**config.mk**
```make
export PLATFORM = sky130hd
export DESIGN_NAME = bank_mapper
export DESIGN_NICKNAME = d
export VERILOG_FILES = /design/src/rtl/bank_mapper_pkg.sv /design/src/rtl/bank_cfg_reg.sv /design/src/rtl/bank_window_map.sv /design/src/rtl/bank_rom_overlay.sv /design/src/rtl/bank_mapper.sv
export SDC_FILE = /design/constraint.sdc
export NUM_CORES = 1
export LEC_CHECK = 0
export BUFFER_PORTS_ARGS = -buffer_cell sky130_fd_sc_hd__buf_4
export CAP_MARGIN = 20
export CORE_MARGIN = 8
export CORE_UTILIZATION = 28
export DETAILED_ROUTE_END_ITERATION = 6
export GPL_TIMING_DRIVEN = 1
export PLACE_DENSITY_LB_ADDON = 0.25
export SYNTH_ARGS = -nofsm -noshare
export SYNTH_HDL_FRONTEND = slang
export SYNTH_HIERARCHICAL = 1
export SYNTH_SLANG_ARGS = --single-unit
```
**constraint.sdc**
```tcl
create_clock -name clk -period 1 [get_ports clk]
set_input_delay 0.1 -clock clk [delete_from_list [all_inputs] [get_ports clk]]
set_output_delay 0.1 -clock clk [all_outputs]
set_load 0.05 [all_outputs]
```
**src/rtl/bank_mapper_pkg.sv**
```systemverilog
package bank_mapper_pkg;
  localparam int unsigned ARR_W   = 3;
  localparam int unsigned LO_BIT  = 0;
  localparam int unsigned HI_BIT  = 1;
  localparam int unsigned ARR_LSB = 2;

  typedef struct packed {
    logic             lo_off;
    logic             hi_off;
    logic [ARR_W-1:0] arr;
  } map_cfg_t;
endpackage

```
**src/rtl/bank_cfg_reg.sv**
```systemverilog
module bank_cfg_reg
  import bank_mapper_pkg::*;
(
  input  logic       clk,
  input  logic       rst,
  input  logic       we,
  input  logic [4:0] data,
  output map_cfg_t   cfg
);
  always_ff @(posedge clk) begin
    if (rst) begin
      cfg <= '0;
    end else if (we) begin
      cfg.lo_off <= data[LO_BIT];
      cfg.hi_off <= data[HI_BIT];
      cfg.arr    <= data[ARR_LSB +: ARR_W];
    end
  end

  assert_hold_R10: assert property (@(posedge clk) disable iff (rst)
    !we |=> $stable(cfg));
  assert_reset_R1: assert property (@(posedge clk)
    $fell(rst) |-> (cfg.lo_off == 1'b0 && cfg.hi_off == 1'b0 && cfg.arr == '0));
endmodule

```
**src/rtl/bank_window_map.sv**
```systemverilog
module bank_window_map
  import bank_mapper_pkg::*;
#(
  parameter int unsigned WIN_W  = 2,
  parameter int unsigned PAGE_W = 3,
  localparam int unsigned NUM_WIN = 1 << WIN_W
) (
  input  logic [ARR_W-1:0]                arr,
  output logic [NUM_WIN-1:0][PAGE_W-1:0]  page_tbl
);
  localparam int unsigned TOP_PAGE = 2 * NUM_WIN - 1;

  for (genvar w = 0; w < NUM_WIN; w++) begin : g_win
    always_comb begin
      page_tbl[w] = PAGE_W'(w);
      if (w == NUM_WIN - 1 && arr == ARR_W'(1))
        page_tbl[w] = PAGE_W'(TOP_PAGE);
      if (w == 1 && arr[ARR_W-1])
        page_tbl[w] = PAGE_W'(arr);
    end
  end
endmodule

```
**src/rtl/bank_rom_overlay.sv**
```systemverilog
module bank_rom_overlay #(
  parameter int unsigned WIN_W = 2,
  localparam int unsigned NUM_WIN = 1 << WIN_W
) (
  input  logic             clk,
  input  logic             rst,
  input  logic [WIN_W-1:0] win,
  input  logic             rd,
  input  logic             wr,
  input  logic             lo_en,
  input  logic             hi_en,
  output logic             ram_sel,
  output logic             rom_lo_sel,
  output logic             rom_hi_sel
);
  logic rd_only;

  always_comb begin
    rd_only    = rd && !wr;
    rom_lo_sel = rd_only && lo_en && (win == '0);
    rom_hi_sel = rd_only && hi_en && (win == WIN_W'(NUM_WIN - 1));
    ram_sel    = wr || (rd_only && !rom_lo_sel && !rom_hi_sel);
  end

  assert_one_target_R5: assert property (@(posedge clk) disable iff (rst)
    $onehot0({ram_sel, rom_lo_sel, rom_hi_sel}));
  assert_write_ram_R5: assert property (@(posedge clk) disable iff (rst)
    wr |-> (ram_sel && !rom_lo_sel && !rom_hi_sel));
  assert_lo_window_R3: assert property (@(posedge clk) disable iff (rst)
    rom_lo_sel |-> (win == '0 && rd));
  assert_hi_window_R4: assert property (@(posedge clk) disable iff (rst)
    rom_hi_sel |-> (win == WIN_W'(NUM_WIN - 1) && rd));
  assert_idle_R11: assert property (@(posedge clk) disable iff (rst)
    (!rd && !wr) |-> !(ram_sel || rom_lo_sel || rom_hi_sel));
endmodule

```
**src/rtl/bank_mapper.sv**
```systemverilog
module bank_mapper
  import bank_mapper_pkg::*;
#(
  parameter int unsigned ADDR_W = 16,
  parameter int unsigned WIN_W  = 2,
  parameter int unsigned PAGE_W = 3,
  localparam int unsigned OFFS_W  = ADDR_W - WIN_W,
  localparam int unsigned NUM_WIN = 1 << WIN_W
) (
  input  logic              clk,
  input  logic              rst,
  input  logic              cfg_we,
  input  logic [7:0]        cfg_data,
  input  logic [ADDR_W-1:0] cpu_addr,
  input  logic              cpu_rd,
  input  logic              cpu_wr,
  output logic              ram_sel,
  output logic [PAGE_W-1:0] ram_page,
  output logic [OFFS_W-1:0] ram_offset,
  output logic              rom_lo_sel,
  output logic              rom_hi_sel,
  output logic [OFFS_W-1:0] rom_offset,
  input  logic [ADDR_W-1:0] vid_addr,
  output logic [WIN_W-1:0]  vid_page,
  output logic [OFFS_W-1:0] vid_offset
);
  map_cfg_t                        cfg;
  logic [NUM_WIN-1:0][PAGE_W-1:0]  page_tbl;
  logic [WIN_W-1:0]                cpu_win;
  logic [2:0]                      unused_cfg_hi;

  assign unused_cfg_hi = cfg_data[7:5];
  assign cpu_win       = cpu_addr[ADDR_W-1 -: WIN_W];

  bank_cfg_reg u_cfg (
    .clk  (clk),
    .rst  (rst),
    .we   (cfg_we),
    .data (cfg_data[4:0]),
    .cfg  (cfg)
  );

  bank_window_map #(.WIN_W(WIN_W), .PAGE_W(PAGE_W)) u_map (
    .arr      (cfg.arr),
    .page_tbl (page_tbl)
  );

  bank_rom_overlay #(.WIN_W(WIN_W)) u_ovl (
    .clk        (clk),
    .rst        (rst),
    .win        (cpu_win),
    .rd         (cpu_rd),
    .wr         (cpu_wr),
    .lo_en      (!cfg.lo_off),
    .hi_en      (!cfg.hi_off),
    .ram_sel    (ram_sel),
    .rom_lo_sel (rom_lo_sel),
    .rom_hi_sel (rom_hi_sel)
  );

  assign ram_page   = page_tbl[cpu_win];
  assign ram_offset = cpu_addr[OFFS_W-1:0];
  assign rom_offset = cpu_addr[OFFS_W-1:0];
  assign vid_page   = vid_addr[ADDR_W-1 -: WIN_W];
  assign vid_offset = vid_addr[OFFS_W-1:0];

  assert_mid_windows_R7: assert property (@(posedge clk) disable iff (rst)
    (cpu_win == 2'd2) |-> (ram_page == 3'd2));
  assert_video_follow_R9: assert property (@(posedge clk) disable iff (rst)
    $stable(vid_addr) |-> $stable(vid_page));
endmodule

```
==> results of run 1 <==
-- worst paths after layout --
| path | depth (start not counted) | endpoint | startpoint | slack (ps) |
|---|---|---|---|---|
| max | 4 | ram_sel | u_cfg/cfg[4] | -450 |
| min | 2 | u_cfg/cfg[1] | rst | 60 |
| max reg2reg | 2 | u_cfg/cfg[2] | u_cfg/cfg[2] | 370 |
| min reg2reg | 2 | u_cfg/cfg[0] | u_cfg/cfg[0] | 490 |
-- placed cells by master, fill, tap and decap left out --
| cell type | count |
|---|---|
| nand2b_1 | 1 |
| nor2_4 | 2 |
| clkbuf_1 | 1 |
| a31o_4 | 1 |
| inv_2 | 2 |
| dfxtp_2 | 4 |
| nor2_1 | 5 |
| conb_1 | 8 |
| buf_6 | 3 |
| buf_8 | 3 |
| nand3_4 | 1 |
| dfxtp_4 | 1 |
| nor3b_2 | 1 |
| clkbuf_4 | 3 |
| buf_4 | 14 |
| or3b_4 | 1 |
| and2_4 | 1 |
| mux4_2 | 3 |
| mux2i_1 | 5 |
| nand2b_4 | 1 |
-- cell families (layout without fill, tap and decap cells) --
group / count (synthesis) / after routing
buffers and inverters: 56 / 26
and+or+nand+nor: 13 / 13
muxes: 8 / 8
DFF: 5 / 5
other: 2 / 8
AOI/OAI and AO/OA: 1 / 1
-- critical path: stages (launching register included) --
cell	delay, ps
dfxtp_2	320
inv_2	30
or3b_4	370
a31o_4	250
buf_8	140
-- per-layer routing --
metal / vias to the layer above / routed length (um) / GRT usage / share of wire
met4: 0 / 14 / 0.0418 / 0.013
met2: 16 / 551 / 0.0753 / 0.52
met1: 158 / 350 / 0.0383 / 0.33
met3: 4 / 137 / 0.0281 / 0.13
li1: 159 / - / - / -
met5: - / 0 / 0 / 0
-- metrics by stage --
step | worst slack, ps | utilization | power (W)
4_1_cts | -461 | 0.241 | 0.000700
6_report | -453 | 0.259 | 0.000703
5_1_grt | -499 | 0.259 | 0.000748
3_5_place_dp | -225 | 0.219 | 0.000442
3_3_place_gp | -219 | 0.219 | 0.000441
2_1_floorplan | -147 | - | 0.000862
-- timing repair --
| item | 4_1_cts | 5_1_grt |
|---|---|---|
| resized for setup | 9 | 10 |
| pin swaps | 2 | 2 |
| buffers inserted | 0 | 1 |
| setup endpoints to repair | 6 | 6 |
-- power by group through the flow --
stage / Combinational (W) / Clock (W) / Sequential, W
2_1_floorplan: 0.000638 / 0 / 0.000224
3_3_place_gp: 0.000215 / 0 / 0.000226
3_5_place_dp: 0.000216 / 0 / 0.000226
4_1_cts: 0.000232 / 0.000244 / 0.000224
5_1_grt: 0.000267 / 0.000255 / 0.000226
6_report: 0.000249 / 0.000229 / 0.000225
-- area by class of cell --
class / instances / area (um2) / area share
flip-flops and latches: 5 / 109 / 0.170
multi-input cells: 30 / 277 / 0.432
clock buffers: 4 / 26.3 / 0.0410
repair buffers: 20 / 184 / 0.287
well taps: 30 / 37.5 / 0.0586
inverters: 2 / 7.51 / 0.0117
==> impl_metrics.csv, run 1 <==
group,metric,value,unit
timing,slew_violations,0,
power,switching_share,0.303,
power,clock_power_share,0.326,
power,vdd_ir_drop_max,0.372,mV
cts,cts_buffer_depth,2,
cells_and_area,layout.cells.non_filler,91,
cells_and_area,regMostFlops,"u_cfg/cfg",
global_routing,antenna_found_initial,0,
cts,path_clk_slew,40,ps
cts,cts_tree,"yes",
global_routing,grt-ovfl-total,0,
cts,cts_buffers,3,
synthesis,synth_common_cells,"buf_4, nor2_1, dfxtp_1, mux2i_1, mux4_1",
run_status,violations,"setup timing",
timing,finalSetupViolCount,6,
power,p_per_area,1100,nW/um2
synthesis,ys_top_cells_by_area,"buf_4, dfxtp_1, mux4_1",
setup_path,worstSetupPathType,"flop to primary output",
global_routing,grt_pass1_wl,1.53,mm
cts,insertion_delay,240,ps
routing,wl,1.05,mm
floorplan,core_area,2480,um2
place,dp_hpwl,896,um
global_routing,grt_pass1_vias,378,
synthesis,synth_seq_cells,5,
timing,max_freq,688,MHz
cells_and_area,area_growth,-12.8,%
setup_path,cp_max_fo,2,
power,pwr-share-comb,0.354,
setup_path,cp_data_arrival_time,1350,ps
routing,drt_iter0_markers,5,
timing,fin_ws,-453,ps
synthesis,synth-xor-area-share,0,
cts,clkSinkCount,5,
cts,root_buffer,"clkbuf_4",
timing,tns,-2210,ps
floorplan,die_w,67.2,um
timing,fin_crit,1450,ps
synthesis,synth.most_common_cell,"buf_4",
timing,fin_crit_sh,1.45,
run_status,status,"complete, but fails checks",
synthesis,async_flop_share,0,
synthesis,yosysWarnings,6,
floorplan,num_rows,18,
cells_and_area,n_antenna_cell,0,
floorplan,initial_utilization,0.296,
synthesis,yosys.area_share.simple,0.0988,
timing,hold_viol,0,
synthesis,ys_seq_area_frac,0.136,
power,leakage,0.285,nW
power,internal_power,0.000490,W
setup_path,end_kind,"primary output",
place,placed_area,542,um2
run,cap_violations,0,
synthesis,synth-edff-count,0,
cells_and_area,final_nets,107,
synthesis,yosys.area_share.adder,0,
synthesis,ys_types,14,
synthesis,synth_top_family_by_area,"buffers and inverters",
timing,clock_skew,0,ps
global_routing,grt_max_degree,6,
cts,postCtsHoldBufs,0,
routing,routed-via-count,337,
global_routing,grt_use_total,0.0460,
place,port_buffers,17,
cells_and_area,fillCellCount,282,
timing,whs,57.4,ps
synthesis,synthMuxAreaShare,0.175,
worst_hold_path,hp-class,"primary input to flop",
cells_and_area,final_area,641,um2
synthesis,synth_top_area_cell,"buf_4",
routing,antenna_left,0,
cts,cts_htree_levels,1,
synthesis,avgSynthCellArea,8.64,um2
floorplan,die_y,67.2,um
timing,rsz0062_at_grt,"yes",
routing,drc,0,
routing,dr.pass1.iters,3,
synthesis,synthCells,85,
power,seqPwrFrac,0.320,
routing,avgViaCountPerCell,3.70,
place,globalplace.congestion,0.685,
power,power.net_switching,0.000213,W
floorplan,die-area,4520,um2
setup_path,cp-start-kind,"flop",
synthesis,synth_top_area_frac,0.542,
setup_path,critPathRequiredTime,900,ps
synthesis,syn_area,734,um2
cells_and_area,largest_reg_flops,5,
floorplan,pin_count,95,
synthesis,synth-compound-area-share,0.0119,
cells_and_area,drive_gt1_frac,0.672,
place,dp_cells,86,
cells_and_area,reg.largest.list,"u_cfg/cfg: 5 flops",
routing,routedWlPerCell,11.6,um
synthesis,synth_ff_type,"dfxtp_1",
No activity file was read; power rests on OpenSTA's default activity.
==> run 2, diff against run 1 <==
Settings changed: CORE_UTILIZATION 28 to 34, CTS_CLUSTER_DIAMETER set to 200.
Clock period 1 ns to 1.7 ns, I/O delays scaled along.
==> impl_metrics.csv, run 2 (same netlist as run 1, synthesis figures left out) <==
group,metric,value,unit
setup_path,slowest_delay,490,ps
worst_hold_path,hp-class,"primary input to flop",
cells_and_area,fillCellCount,247,
setup_path,cp_data_arrival_time,1440,ps
cells_and_area,largest_reg_flops,5,
cts,root_buffer,"clkbuf_4",
run,cap_violations,0,
global_routing,grt-ovfl-total,0,
setup_path,worstSetupStartpoint,"u_cfg/cfg[2]",
setup_path,cp-endpoint,"ram_page[1]",
floorplan,die_w,62.5,um
setup_path,worstSetupPathType,"flop to primary output",
cells_and_area,area_growth,-26.9,%
global_routing,grt_pass1_wl,1.76,mm
routing,routed-via-count,333,
cells_and_area,final_nets,104,
global_routing,grt_pass1_vias,382,
setup_path,crit-reg2reg-launch,"u_cfg/cfg[2]",
cts,clkSinkCount,5,
global_routing,antenna_found_initial,0,
setup_path,regToRegEndpoint,"u_cfg/cfg[2]",
global_routing,grt_use_total,0.0550,
routing,wl,1.05,mm
cells_and_area,final_core_util,0.252,
cells_and_area,drive_gt1_frac,0.379,
cells_and_area,reg.largest.list,"u_cfg/cfg: 5 flops",
floorplan,pin_count,95,
power,vdd_ir_drop_max,0.333,mV
setup_path,crit_path_cell_trace,"and2_2 -> mux4_1 -> buf_4",
setup_path,cp-start-kind,"flop",
place,dp_hpwl,859,um
timing,rsz0062_at_grt,"no",
cts,ctsResizeCount,0,
cts,cts_tree,"yes",
timing,hold_viol,0,
routing,drc,0,
timing,max_freq,621,MHz
floorplan,core_area,2130,um2
cells_and_area,layout_common_cells,"buf_4, conb_1, nor2_1",
timing,fin_crit,1610,ps
place,port_buffers,17,
global_routing,grt_max_degree,6,
setup_path,worst_r2r_path_depth,2,
power,leakage,0.264,nW
power,p_per_area,710,nW/um2
timing,tns,0,ps
cells_and_area,final_common_cell,"buf_4",
cts,cts_buffer_depth,2,
setup_path,slowest_stage,"mux4_1",
timing,fin_crit_sh,0.947,
timing,slew_violations,0,
run_status,status,"finished, final reports clean",
floorplan,num_rows,17,
place,globalplace.congestion,0.566,
setup_path,end_kind,"primary output",
setup_path,rrSetupSlack,1080,ps
timing,finalSetupViolCount,0,
cts,cts_htree_levels,1,
cts,postCtsSetupBuffers,0,
routing,drt_iter0_markers,5,
floorplan,initial_utilization,0.345,
cells_and_area,regMostFlops,"u_cfg/cfg",
setup_path,critPathRequiredTime,1530,ps
floorplan,die_y,62.5,um
routing,antenna_left,0,
routing,dr.pass1.iters,2,
timing,clock_skew,0,ps
cts,path_clk_slew,50,ps
cts,insertion_delay,240,ps
cts,postCtsHoldBufs,0,
routing,avgViaCountPerCell,3.87,
setup_path,cp_max_fo,5,
floorplan,die-area,3900,um2
cts,cts_buffers,3,
routing,routedWlPerCell,12.2,um
cells_and_area,n_antenna_cell,0,
==> run 2: changes by cell type in the layout (fill, tap and decap cells not counted), sizes merged <==
cell	before	now
buf	20	17
==> run 2: where the power goes <==
part | switching, W | internal (W)
combinational | 0.0000616 | 0.0000514
sequential | 0.00000498 | 0.000125
clock | 0.0000493 | 0.0000888
total | 0.000116 | 0.000265
==> run 2: worst min-delay path by stage <==
stage	start	end	depth (start not counted)
after CTS	rst	u_cfg/cfg[0]	2
after global routing	rst	u_cfg/cfg[1]	2
after detailed placement	vid_addr[0]	vid_offset[0]	0
after floorplan	rst	u_cfg/cfg[0]	1
after global placement	vid_addr[0]	vid_offset[0]	0
final	rst	u_cfg/cfg[3]	2
==> run 2: stage by stage <==
stage / instances / total power [W] / instance area (um2) / hold WS [ps] / setup slack [ps]
after floorplan: 91 / 0.000498 / 757 / 242 / 199
after global placement: 82 / 0.000246 / 510 / 340 / 336
after detailed placement: 82 / 0.000247 / 510 / 340 / 332
after CTS: 86 / 0.000391 / 537 / 123 / 64.5
after global routing: 86 / 0.000405 / 537 / 131 / 28.0
final: 86 / 0.000381 / 537 / 128 / 90.7
==> run 2: layer usage <==
layer / up-vias / part of all wire / track usage
met4: 0 / 0.034 / 0.0627
li1: 157 / - / -
met3: 8 / 0.20 / 0.0520
met2: 31 / 0.41 / 0.0660
met1: 137 / 0.35 / 0.0493
met5: - / 0 / 0
==> run 2: area by class of cell <==
cell class | count | area, um2 | share of cell area
Inverter | 2 | 7.51 | 0.0140
Tap cell | 28 | 35.0 | 0.0653
Timing Repair Buffer | 17 | 128 | 0.238
Clock buffer | 4 | 26.3 | 0.0490
Multi-Input combinational cell | 30 | 240 | 0.448
Sequential cell | 5 | 100 | 0.186
==> run 2: critical path, delay by kind of cell, from the launching register on <==
kind / cells / cell delay (ps)
buffers and inverters: 1 / 200
flip-flops: 1 / 340
AND/OR/NAND/NOR: 1 / 170
multiplexers: 1 / 490
==> run 3, diff against run 2 <==
Settings changed: CORE_UTILIZATION 34 to 30, RECOVER_POWER set to 100, SYNTH_HIERARCHICAL 1 to unset.
==> impl_metrics.csv, run 3 <==
group,metric,value,unit
routing,avgViaCountPerCell,4.21,
floorplan,die_w,60.1,um
worst_hold_path,hold_start,"rst",
floorplan,initial_utilization,0.307,
synthesis,synth_top_area_frac,0.565,
global_routing,grt_use_total,0.0551,
cts,cts_tree,"yes",
synthesis,synthCells,72,
cells_and_area,layout_common_cells,"buf_4, nor2_1, mux2i_1, dfxtp_1, clkbuf_2",
synthesis,synth_seq_cells,5,
timing,slew_violations,0,
cells_and_area,regMostFlops,"u_cfg.cfg",
cts,path_clk_slew,40,ps
synthesis,ys_top_cells_by_area,"buf_4, dfxtp_1, mux2i_1",
floorplan,pin_count,95,
timing,fin_crit,1540,ps
routing,drt_iter0_markers,7,
setup_path,regToRegEndpoint,"u_cfg.cfg[1]",
synthesis,synth_top_family_by_area,"buffers and inverters",
power,leakage,0.194,nW
place,globalplace.congestion,0.586,
synthesis,synth_nets,117,
synthesis,synth-compound-area-share,0.0557,
routing,dr.pass1.iters,4,
synthesis,synth.most_common_cell,"buf_4",
global_routing,grt_pass1_wl,1.47,mm
cells_and_area,reg.largest.list,"u_cfg.cfg: 5 flops",
timing,rsz0062_at_grt,"no",
synthesis,yosysWarnings,0,
place,post-place-ws,447,ps
timing,fin_crit_sh,0.909,
synthesis,synth_top_area_cell,"buf_4",
synthesis,synth_ff_type,"dfxtp_1",
global_routing,grt_max_degree,6,
timing,finalSetupViolCount,0,
cts,cts_htree_levels,1,
cts,ctsResizeCount,0,
synthesis,async_flop_share,0,
routing,wl,988,um
power,vdd_ir_drop_max,0.266,mV
timing,maxSlewHeadroom,0.598,
synthesis,synth-edff-count,0,
setup_path,crit-reg2reg-launch,"u_cfg.cfg[1]",
setup_path,worstSetupPathType,"flop to primary output",
cells_and_area,fillCellCount,225,
floorplan,die_y,60.1,um
global_routing,antenna_found_initial,0,
cells_and_area,final_nets,94,
cells_and_area,final_area,419,um2
cells_and_area,n_antenna_cell,0,
worst_hold_path,hold_end,"u_cfg.cfg[1]",
run_status,status,"finished, final reports clean",
synthesis,synth_common_cells,"buf_4, nor2_1, dfxtp_1, mux2i_1",
place,port_buffers,17,
synthesis,yosys.area_share.simple,0.107,
timing,tns,0,ps
place,placed_area,410,um2
setup_path,end_kind,"primary output",
cells_and_area,largest_reg_flops,5,
synthesis,syn_area,584,um2
power,p_per_area,824,nW/um2
worst_hold_path,hp-class,"primary input to flop",
cells_and_area,seqCellArea,100,um2
cts,postCtsSetupBuffers,0,
cells_and_area,drive_gt1_frac,0.396,
synthesis,yosys.area_share.adder,0,
setup_path,cp-start-kind,"flop",
synthesis,synth-xor-area-share,0,
place,dp_hpwl,846,um
floorplan,core_area,1900,um2
routing,routedWlPerCell,13.2,um
cts,cts_buffer_depth,2,
routing,drc,0,
synthesis,synthMuxAreaShare,0.0857,
cts,root_buffer,"clkbuf_4",
setup_path,cp_data_arrival_time,1370,ps
setup_path,worst_r2r_path_depth,2,
timing,clock_skew,0,ps
global_routing,grt-ovfl-total,0,
timing,max_freq,647,MHz
synthesis,ys_types,15,
cells_and_area,final_common_cell,"buf_4",
cts,clkSinkCount,5,
global_routing,grt_pass1_vias,334,
synthesis,ys_seq_area_frac,0.171,
cts,cts_buffers,3,
run,cap_violations,0,
timing,worstMarginPinSlew,605,ps
worst_hold_path,hold_depth,2,
setup_path,critPathRequiredTime,1530,ps
cells_and_area,area_growth,-28.3,%
floorplan,die-area,3620,um2
floorplan,num_rows,16,
timing,fin_ws,155,ps
cts,insertion_delay,240,ps
setup_path,cp_max_fo,2,
cells_and_area,multiInputGateArea,145,um2
routing,routed-via-count,316,
routing,antenna_left,0,
setup_path,rrSetupSlack,1070,ps
timing,hold_viol,0,
cts,postCtsHoldBufs,0,
synthesis,avgSynthCellArea,8.12,um2
run 3: how the worst max path moves through the flow:
stage                             to  depth (start not counted)    startpoint  slack, ps
after global routing         ram_sel                          3  u_cfg.cfg[4]        120
after floorplan           rom_lo_sel                          2  u_cfg.cfg[4]        210
after global placement       ram_sel                          3  u_cfg.cfg[4]        450
final                        ram_sel                          3  u_cfg.cfg[4]        160
after detailed placement     ram_sel                          3  u_cfg.cfg[4]        450
after CTS                    ram_sel                          3  u_cfg.cfg[4]        180
run 3: layout make-up:
type                       count  share of cell area
clock buffer                   4              0.0627
multi-input combinational     21               0.346
tap                           27              0.0806
inverter                       1             0.00896
sequential                     5               0.239
timing repair buffer          17               0.263
run 3: metrics by stage:
| step | cells | util | hold slack (ps) | total power [W] |
|---|---|---|---|---|
| after global routing | 75 | 0.220 | 135 | 0.000359 |
| after detailed placement | 71 | 0.216 | 340 | 0.000217 |
| after floorplan | 72 | - | 242 | 0.000459 |
| final | 75 | 0.220 | 131 | 0.000346 |
| after global placement | 71 | 0.216 | 340 | 0.000218 |
| after CTS | 75 | 0.230 | 122 | 0.000358 |
run 3: power by group:
part | leakage (nW) | switching [W] | total (W) | internal [W]
combinational | 0.137 | 0.0000451 | 0.0000796 | 0.0000345
sequential | 0.0413 | 0.00000495 | 0.000130 | 0.000125
clock | 0.0150 | 0.0000475 | 0.000136 | 0.0000887
run 3: per-layer routing:
metal,vias to the layer above,part of all wire,GRT usage
li1,136,-,-
met1,132,0.30,0.0397
met2,37,0.46,0.0762
met3,11,0.18,0.0366
met4,0,0.059,0.0918
met5,-,0,0
run 3: cells by family (layout without fill, tap and decap cells):
family / count (synthesis) / count (layout)
buffers and inverters: 46 / 22
and+or+nand+nor: 12 / 12
muxes: 5 / 5
DFF: 5 / 5
AOI/OAI and AO/OA: 4 / 4
run 3: critical path, stage by stage (launching register included):
cell and delay (ps):
dfxtp_1 300, or3_1 380, a31o_1 220, clkbuf_2 230
